<file path="src/rtl/bhtp_pkg.sv">
package bhtp_pkg;

    localparam int unsigned ADDR_W = 32;

    typedef logic [ADDR_W-1:0] addr_t;

    // Training request after outcome resolution
    typedef struct packed {
        logic  vld;
        addr_t pc;
        logic  taken;
    } train_req_t;

    // Fall-through distance for a given encoding size
    function automatic addr_t fall_step(input logic is_short);
        return is_short ? addr_t'(2) : addr_t'(4);
    endfunction

endpackage

</file>
<file path="src/rtl/bhtp_index.sv">
module bhtp_index #(
    parameter int unsigned ENTRIES = 128,
    localparam int unsigned IDX_W = $clog2(ENTRIES)
) (
    input  bhtp_pkg::addr_t   pc_i,
    output logic [IDX_W-1:0]  idx_o
);

    // Halfword address folded onto the table
    generate
        if ((ENTRIES & (ENTRIES - 1)) == 0) begin : g_pow2
            assign idx_o = pc_i[IDX_W:1];
        end else begin : g_modulo
            bhtp_pkg::addr_t half_addr;
            bhtp_pkg::addr_t folded;
            assign half_addr = {1'b0, pc_i[bhtp_pkg::ADDR_W-1:1]};
            assign folded    = half_addr % bhtp_pkg::addr_t'(ENTRIES);
            assign idx_o     = folded[IDX_W-1:0];
        end
    endgenerate

endmodule

</file>
<file path="src/rtl/bhtp_resolve.sv">
module bhtp_resolve (
    input  logic                   vld_i,
    input  bhtp_pkg::addr_t        pc_i,
    input  logic                   is_short_i,
    input  bhtp_pkg::addr_t        follower_i,
    output bhtp_pkg::train_req_t   req_o
);

    bhtp_pkg::addr_t fall_thru;

    always_comb begin
        fall_thru   = pc_i + bhtp_pkg::fall_step(is_short_i);
        req_o.vld   = vld_i;
        req_o.pc    = pc_i;
        // Any follower other than the sequential one means the branch went
        req_o.taken = (follower_i != fall_thru);
    end

endmodule

</file>
<file path="src/rtl/bhtp_table.sv">
module bhtp_table #(
    parameter int unsigned ENTRIES = 128,
    parameter int unsigned CTR_W   = 2,
    localparam int unsigned IDX_W  = $clog2(ENTRIES)
) (
    input  logic                              clk_i,
    input  logic                              rst_ni,
    input  bhtp_pkg::train_req_t              req_i,
    input  logic [IDX_W-1:0]                  req_idx_i,
    output logic [ENTRIES-1:0]                valid_o,
    output logic [ENTRIES-1:0][CTR_W-1:0]     ctr_o
);

    localparam logic [CTR_W-1:0] CTR_TOP = {CTR_W{1'b1}};
    localparam logic [CTR_W-1:0] CTR_BOT = '0;

    typedef struct packed {
        logic [ENTRIES-1:0]            valid;
        logic [ENTRIES-1:0][CTR_W-1:0] ctr;
    } tbl_state_t;

    tbl_state_t st_d, st_q;

    always_comb begin
        st_d = st_q;
        for (int e = 0; e < ENTRIES; e++) begin
            if (req_i.vld && (req_idx_i == IDX_W'(e))) begin
                st_d.valid[e] = 1'b1;
                if (req_i.taken) begin
                    if (st_q.ctr[e] != CTR_TOP) begin
                        st_d.ctr[e] = st_q.ctr[e] + CTR_W'(1);
                    end
                end else begin
                    if (st_q.ctr[e] != CTR_BOT) begin
                        st_d.ctr[e] = st_q.ctr[e] - CTR_W'(1);
                    end
                end
            end
        end
    end

    always_ff @(posedge clk_i or negedge rst_ni) begin
        if (!rst_ni) begin
            st_q <= '0;
        end else begin
            st_q <= st_d;
        end
    end

    assign valid_o = st_q.valid;
    assign ctr_o   = st_q.ctr;

endmodule

</file>
<file path="src/rtl/bhtp_lookup.sv">
module bhtp_lookup #(
    parameter int unsigned ENTRIES = 128,
    parameter int unsigned CTR_W   = 2,
    localparam int unsigned IDX_W  = $clog2(ENTRIES)
) (
    input  bhtp_pkg::addr_t               pc_i,
    input  bhtp_pkg::addr_t               offset_i,
    input  logic                          is_short_i,
    input  logic [IDX_W-1:0]              idx_i,
    input  logic [ENTRIES-1:0]            valid_i,
    input  logic [ENTRIES-1:0][CTR_W-1:0] ctr_i,
    output logic                          taken_o,
    output bhtp_pkg::addr_t               next_pc_o
);

    localparam logic [CTR_W-1:0] TAKE_AT = CTR_W'(1) << (CTR_W - 1);

    logic             slot_trained;
    logic [CTR_W-1:0] slot_ctr;
    logic             dyn_guess;
    logic             static_guess;

    always_comb begin
        slot_trained = valid_i[idx_i];
        slot_ctr     = ctr_i[idx_i];
        dyn_guess    = (slot_ctr >= TAKE_AT);
        static_guess = offset_i[bhtp_pkg::ADDR_W-1];
        taken_o      = slot_trained ? dyn_guess : static_guess;
        next_pc_o    = pc_i + (taken_o ? offset_i : bhtp_pkg::fall_step(is_short_i));
    end

endmodule

</file>
<file path="src/rtl/branch_history_predictor.sv">
module branch_history_predictor #(
    parameter int unsigned ENTRIES = 128,
    parameter int unsigned CTR_W   = 2
) (
    input  logic        clk_i,
    input  logic        rst_ni,
    input  logic [31:0] lkp_pc_i,
    input  logic [31:0] lkp_offset_i,
    input  logic        lkp_short_i,
    output logic        lkp_taken_o,
    output logic [31:0] lkp_next_pc_o,
    input  logic        upd_valid_i,
    input  logic [31:0] upd_pc_i,
    input  logic        upd_short_i,
    input  logic [31:0] upd_commit_next_i
);

    localparam int unsigned IDX_W = $clog2(ENTRIES);

    logic [IDX_W-1:0]              lkp_idx;
    logic [IDX_W-1:0]              upd_idx;
    bhtp_pkg::train_req_t          train_req;
    logic [ENTRIES-1:0]            tbl_valid;
    logic [ENTRIES-1:0][CTR_W-1:0] tbl_ctr;

    bhtp_index #(.ENTRIES(ENTRIES)) lkp_index_i (
        .pc_i  (lkp_pc_i),
        .idx_o (lkp_idx)
    );

    bhtp_index #(.ENTRIES(ENTRIES)) upd_index_i (
        .pc_i  (upd_pc_i),
        .idx_o (upd_idx)
    );

    bhtp_resolve resolve_i (
        .vld_i      (upd_valid_i),
        .pc_i       (upd_pc_i),
        .is_short_i (upd_short_i),
        .follower_i (upd_commit_next_i),
        .req_o      (train_req)
    );

    bhtp_table #(.ENTRIES(ENTRIES), .CTR_W(CTR_W)) table_i (
        .clk_i     (clk_i),
        .rst_ni    (rst_ni),
        .req_i     (train_req),
        .req_idx_i (upd_idx),
        .valid_o   (tbl_valid),
        .ctr_o     (tbl_ctr)
    );

    bhtp_lookup #(.ENTRIES(ENTRIES), .CTR_W(CTR_W)) lookup_i (
        .pc_i       (lkp_pc_i),
        .offset_i   (lkp_offset_i),
        .is_short_i (lkp_short_i),
        .idx_i      (lkp_idx),
        .valid_i    (tbl_valid),
        .ctr_i      (tbl_ctr),
        .taken_o    (lkp_taken_o),
        .next_pc_o  (lkp_next_pc_o)
    );

endmodule

</file>
<file path="config.mk">
export PLATFORM = sky130hd
export DESIGN_NAME = branch_history_predictor
export DESIGN_NICKNAME = d
export VERILOG_FILES = /design/src/rtl/bhtp_pkg.sv /design/src/rtl/bhtp_index.sv /design/src/rtl/bhtp_resolve.sv /design/src/rtl/bhtp_table.sv /design/src/rtl/bhtp_lookup.sv /design/src/rtl/branch_history_predictor.sv
export SDC_FILE = /design/constraint.sdc
export NUM_CORES = 1
export LEC_CHECK = 0
export BUFFER_PORTS_ARGS = -buffer_cell sky130_fd_sc_hd__buf_4
export CAP_MARGIN = 20
export CORE_MARGIN = 2
export CORE_UTILIZATION = 55
export DETAILED_ROUTE_END_ITERATION = 8
export PLACE_DENSITY = 0.84
export SYNTH_ARGS = -nofsm -noshare
export SYNTH_HDL_FRONTEND = slang
export SYNTH_SLANG_ARGS = --single-unit
</file>
<file path="constraint.sdc">
create_clock -name clk_i -period 9.21 [get_ports clk_i]
set_clock_uncertainty 0.05 [all_clocks]
set_input_delay 0.921 -clock clk_i [delete_from_list [all_inputs] [get_ports clk_i]]
set_output_delay 0.921 -clock clk_i [all_outputs]
set_load 0.02 [all_outputs]
</file>
# Yosys cells after proc, flatten, opt, wreduce, memory -nomap -nowiden
# Cells that the tools add are included.
[word_totals]
regBits = 384
inputBits = 133
output_inout_bits = 33
wordCells = 1805
[classes]
n_addsub = 258
order_cmp = 2
eq_ne = 384
mux = 392
reduce_logical = 513
[op_table]
columns = ["operator", "n"]
rows = [
  ["2-bit 2-to-1 mux", 385],
  ["2-bit nonzero test", 256],
  ["7-bit equality test, second input constant", 64],
  ["3-bit AND reduction", 128],
  ["2-bit by 1-bit adder with 2-bit output, second input constant", 128],
  ["2-bit by 1-bit inequality test with 1-bit output, second input constant", 128],
  ["2-bit inequality test, second input constant", 128],
  ["2-bit by 1-bit subtractor with 2-bit output, second input constant", 128],
  ["7-bit by 6-bit equality test with 1-bit output, second input constant", 32],
  ["1-bit logical AND", 128],
  ["7-bit by 5-bit equality test with 1-bit output, second input constant", 16],
  ["32-bit adder", 2],
  ["7-bit by 4-bit equality test with 1-bit output, second input constant", 8],
  ["32-bit 2-to-1 mux", 1],
  ["32-bit inequality test", 1],
  ["7-bit by 3-bit equality test with 1-bit output, second input constant", 4],
  ["2-bit binary-select mux with 7-bit select", 1],
  ["7-bit by 2-bit equality test with 1-bit output, second input constant", 2],
  ["7-bit by 8-bit < comparator with 1-bit output, second input constant", 1],
  ["1-bit binary-select mux with 7-bit select", 1],
  ["7-bit by 1-bit equality test with 1-bit output, second input constant", 1],
  ["7-bit logical NOT", 1],
  ["3-bit 2-to-1 mux", 2],
  ["2-bit greater-or-equal comparator, second input constant", 1],
  ["1-bit 2-to-1 mux", 2],
]

# Logic depth before layout (Yosys ltp)
[logic_depth]
depth_word = 6
depth_mapped = 23
depth_no_buf = 20

# Modules after synthesis
# From an unflattened synthesis, not the netlist that was laid out.
[hier_totals]
cells_unflattened = 2550
hier_area_um2 = 24051.8
[by_module_without_submodules]
columns = ["module", "instances", "cells_per_inst", "area_per_inst_um2", "seq_area_each_um2"]
rows = [
  ["bhtp_table", 1, 1855, 18375.1, 9609.2],
  ["bhtp_lookup", 1, 489, 4185.3, 0.0],
  ["bhtp_resolve", 1, 192, 1386.3, 0.0],
  ["bhtp_index", 2, 7, 52.6, 0.0],
]

# Worst setup path before layout
# OpenSTA, ideal clock, no wires.
[synth_path]
path_type = "input-to-output"
start = "input lkp_pc_i[1]"
end = "output lkp_next_pc_o[29]"
arrival_ps = 6330
required_ps = 8239
path_slack_ps = 1909
path_stages = 21
n_path_buf = 4
path_cell_list = "buf_2 buf_2 buf_2 mux4_2 o221ai_1 o311ai_0 a32oi_1 o311ai_0 a31oi_1 clkbuf_1 and2_1 ha_1 a211oi_1 o21bai_1 o21ai_0 a2111o_1 o211a_1 o41ai_1 and3_1 a31oi_1 xnor2_1"
[synth_between]
elab_chain_cells = 6
elab_cells_between_ends = 8
cone_classes = "add/sub: 1; order compare: 1; mux: 6"
[synth_rtl]
columns = ["element", "line", "rtl"]
rows = [
  ["start, declared", "branch_history_predictor.sv:7", "input logic [31:0] lkp_pc_i,"],
  ["2-bit binary-select mux with 7-bit select", "bhtp_lookup.sv:25", "slot_ctr = ctr_i[idx_i];"],
  ["2-bit 2-to-1 mux (implied by the code)", "bhtp_lookup.sv:25", ""],
  ["2-bit greater-or-equal comparator", "bhtp_lookup.sv:26", "dyn_guess = (slot_ctr >= TAKE_AT);"],
  ["1-bit 2-to-1 mux (*)", "bhtp_lookup.sv:28", "taken_o = slot_trained ? dyn_guess : static_guess;"],
  ["net lkp_taken_o", "branch_history_predictor.sv:10", "output logic lkp_taken_o,"],
  ["32-bit 2-to-1 mux (*)", "bhtp_lookup.sv:29", "next_pc_o = pc_i + (taken_o ? offset_i : bhtp_pkg::fall_step(is_short_i));"],
  ["32-bit adder (*)", "bhtp_lookup.sv:29", ""],
  ["end, declared", "branch_history_predictor.sv:11", "output logic [31:0] lkp_next_pc_o,"],
]
# The timed path passes the listed nets; every way through them passes the cells marked *. The select of a mux whose other input is x is not followed.

# Worst setup path after layout
[layout_path]
start = "input lkp_pc_i[1]"
end = "output lkp_next_pc_o[29]"
[layout_between]
elab_chain_cells = 6
elab_cells_between_ends = 8
cone_classes = "add/sub: 1; order compare: 1; mux: 6"
[layout_rtl]
columns = ["element", "line"]
rows = [
  ["2-bit binary-select mux with 7-bit select", "bhtp_lookup.sv:25"],
  ["2-bit 2-to-1 mux (implied by the code)", "bhtp_lookup.sv:25"],
  ["2-bit greater-or-equal comparator", "bhtp_lookup.sv:26"],
  ["1-bit 2-to-1 mux", "bhtp_lookup.sv:28"],
  ["32-bit 2-to-1 mux", "bhtp_lookup.sv:29"],
  ["32-bit adder (*)", "bhtp_lookup.sv:29"],
]
# Every way passes the cells marked *; elsewhere a longest branch is shown, timed or not. The select of a mux whose other input is x is not followed.

==> run metrics <==
outcome complete, no violations; initial antenna violation count 2; total power 4.44 mW; starting density of the core 56.0%; worst vdd ir 0.110 mV; final setup vio count 0; Diodes inserted 0; dominant cell type by area after synthesis dfrtp_1; CTS Root Cell clkbuf_16; fin util 63.1%; # resized after CTS 0; worst-path maximum fanout 38; number of I/O port buffers 165; top post-synthesis cells by count dfrtp_1 (384), a21oi_1 (347), nor2_1 (271), nand2_1 (183), inv_1 (147); asr flop ratio synth 100%; area of the multi-input gates 0.0123 sq mm; width of the die 209 um; Net Sw Power 1.28 mW; crit path kind in -> out; global-route wire length before repair 116 mm; PD cells 171 mW/mm^2; CP Capture Type primary output; CP cell instances buf_4 > buf_4 > mux4_2 > nor2b_1 > a211oi_1 > a2111oi_0 > o31ai_1 > a31oi_2 > buf_4 > and2_1 > ha_1 > nand4_1 > nor3_1 > o21ai_0 > a2111o_1 > o211a_1 > o41ai_1 > and3_1 > a31oi_1 > xnor2_1 > buf_4; setup TNS 0 ns; GR Layer Usage met2 54.8%; unrepaired setup endpoints after global routing false; commonest register cell after synthesis dfrtp_1; Final Wtd Congestion 0.912; Min Hold Slack 0.371 ns; Startpoint Class input port; Die Height 209 um; Final Worst Setup Slack 0.738 ns; Setup Fix Bufs, Post-CTS 0; FF+latch area 0.00961 sq mm; global-route congestion overflow total 0; most used cell, CP buf_4; Pins Over Slew Limit 0; Hold WC Path Type in -> async; Routed Wire Length 73.5 mm; Gate Count Post-Synth 2578; Fin. Hold Viols 0; Final ANT Viol Nets 0; Sw Share 28.8%; Fill cells 3215; Slew headroom 26.0%; Avg WL per Cell 22.7 um; dominant cells by area after synthesis dfrtp_1 (42%), a21oi_1 (7.5%), mux4_2 (6.0%), nor2_1 (4.4%), nand2_1 (3.0%); clk sinks 384; fin crit share 92.0%; clock latency on the worst-skew pair 0.57 ns; Avg Cell Area, Syn 8.93 sq um; Layout area overhead 12.7%; leakage power 11.2 nW; TritonCTS clock tree yes; Clock Tree Buf Depth 3; Ports 166; GRT Total Usage 33.4%; max cap viols 0; critical path's slowest cell o41ai_1; post-synth cell types 78; Place WS 1.01 ns; Final #Nets 2847; total CTS buffers 40; register area share after synthesis 41.7%; die area 0.0435 sq mm; number of synthesized flops with an enable pin 0; hold_buf cts 0; CP Data Required Time 8.24 ns; crit path time final 8.47 ns; Slew @ Worst Pin 1.11 ns; DRC errors left 0; grt met1 use 41.8%; row cnt 74; CP max stage delay 0.78 ns; Syn Nets 2746; Yosys Warn Count 0; combinational power share 18.0%; Post-Synthesis Cell Area 0.0230 sq mm; Yosys reg bits 384; share of cells above drive strength 1 16.1%; # H-tree levels 2; Synth top area share 41.7%; GRT Max-Usage Layer met2; Vias per Instance 6.71; iteration count of the initial detailed-routing pass 6; routed vias 21744; vias in the first global route 21558; most common cell in the netlist dfrtp_1; met3 Use GR 7.63%; clock power share 37.2%; clock slew at reported path FFs 0.06 ns; largest net degree at the start of global routing 187; Core ar. 0.0411 sq mm; WP data arrival 7.50 ns; cell internal pwr 3.16 mW; Post-DP HPWL 50.0 mm; Seq pwr share 44.8%; Iter 0 DRT Violations 2752; max frequency 118 MHz
## power by group through the flow
stage	combinational, mW	sequential (mW)	clock (mW)
after floorplan	0.524	1.96	0
after global placement	0.764	1.99	0
after detailed placement	0.790	2.00	0
after CTS	0.794	1.98	1.65
after global routing	0.870	2.00	1.72
final	0.799	1.99	1.65
## cell type report
cell class / count / area share [%]
Multi-Input combinational cell: 1915 / 47.5
Sequential cell: 384 / 37.0
Inverter: 148 / 2.14
Clock buffer: 61 / 4.55
Tap cell: 532 / 2.56
Clock inverter: 11 / 0.550
Timing Repair Buffer: 190 / 5.70
## worst paths after layout
kind / startpoint / endpoint / cells past startpoint / slack, ns
setup / recovery: lkp_pc_i[1] / lkp_next_pc_o[29] / 21 / 0.74
hold / removal: rst_ni / table_i.ctr_o[254] / 1 / 0.37
setup reg to reg: table_i.ctr_o[57] / table_i.ctr_o[56] / 3 / 7.86
hold reg to reg: table_i.valid_o[55] / table_i.valid_o[55] / 1 / 0.42
max in group asynchronous: rst_ni / table_i.valid_o[103] / 2 / 7.10
min in group clk_i: table_i.valid_o[55] / table_i.valid_o[55] / 1 / 0.42
## cells in the final DEF (no fill, tap or decap), types with 9 or more instances in the layout
cell type	instances
a211oi_1	34
a21o_1	16
a21oi_1	347
a2bb2oi_1	12
a31oi_1	18
and2_1	40
and3_1	21
buf_4	185
clkbuf_1	11
clkbuf_16	40
clkbuf_8	10
dfrtp_1	384
ha_1	33
inv_1	147
mux2i_1	63
mux4_2	61
nand2_1	183
nand2b_1	44
nand3_1	82
nand4_1	55
nor2_1	271
nor2b_1	11
nor3_1	81
o211ai_1	9
o21ai_0	127
o21ai_1	11
o221a_1	14
o221ai_1	13
o22a_1	30
o22ai_1	21
o2bb2a_1	9
o31ai_1	26
or2_2	94
or3_1	16
xnor2_1	39
xor2_1	24
## worst max-delay path: cells and delay by family
family                     cells  cell delay (ns)
and+or+nand+nor                5             0.94
muxes                          1             0.54
adders and majority gates      1             0.38
buffers and inverters          4             1.35
xor gates and xnor gates       1             0.14
AOI/OAI and AO/OA              9             3.19
## routing by layer
layer | wire [um] | part of all wire, %
met1 | 26700 | 36
met2 | 34600 | 47
met3 | 8230 | 11
met4 | 3910 | 5.3
met5 | 12 | 0.016
## cell families after synthesis
| logic type | share of synthesized area (%) |
|---|---|
| xor+xnor | 2.40 |
| fa+ha+maj | 1.97 |
| mux | 9.09 |
| buf+inv | 4.87 |
| flops | 41.7 |
| simple gates | 19.7 |
| compound gates | 20.2 |
## stage by stage
step | instance area [sq um] | instances
global route | 26000 | 3241
finish | 26000 | 3241
CTS | 25900 | 3240
floorplan | 23000 | 2578
detailed placement | 24600 | 3168
global placement | 24600 | 3168
## sequential cells by signal, summed over array words and instances, names as in the netlist
register	count
table_i.ctr_o	256
table_i.valid_o	128
Power figures use the tool's default switching activity.
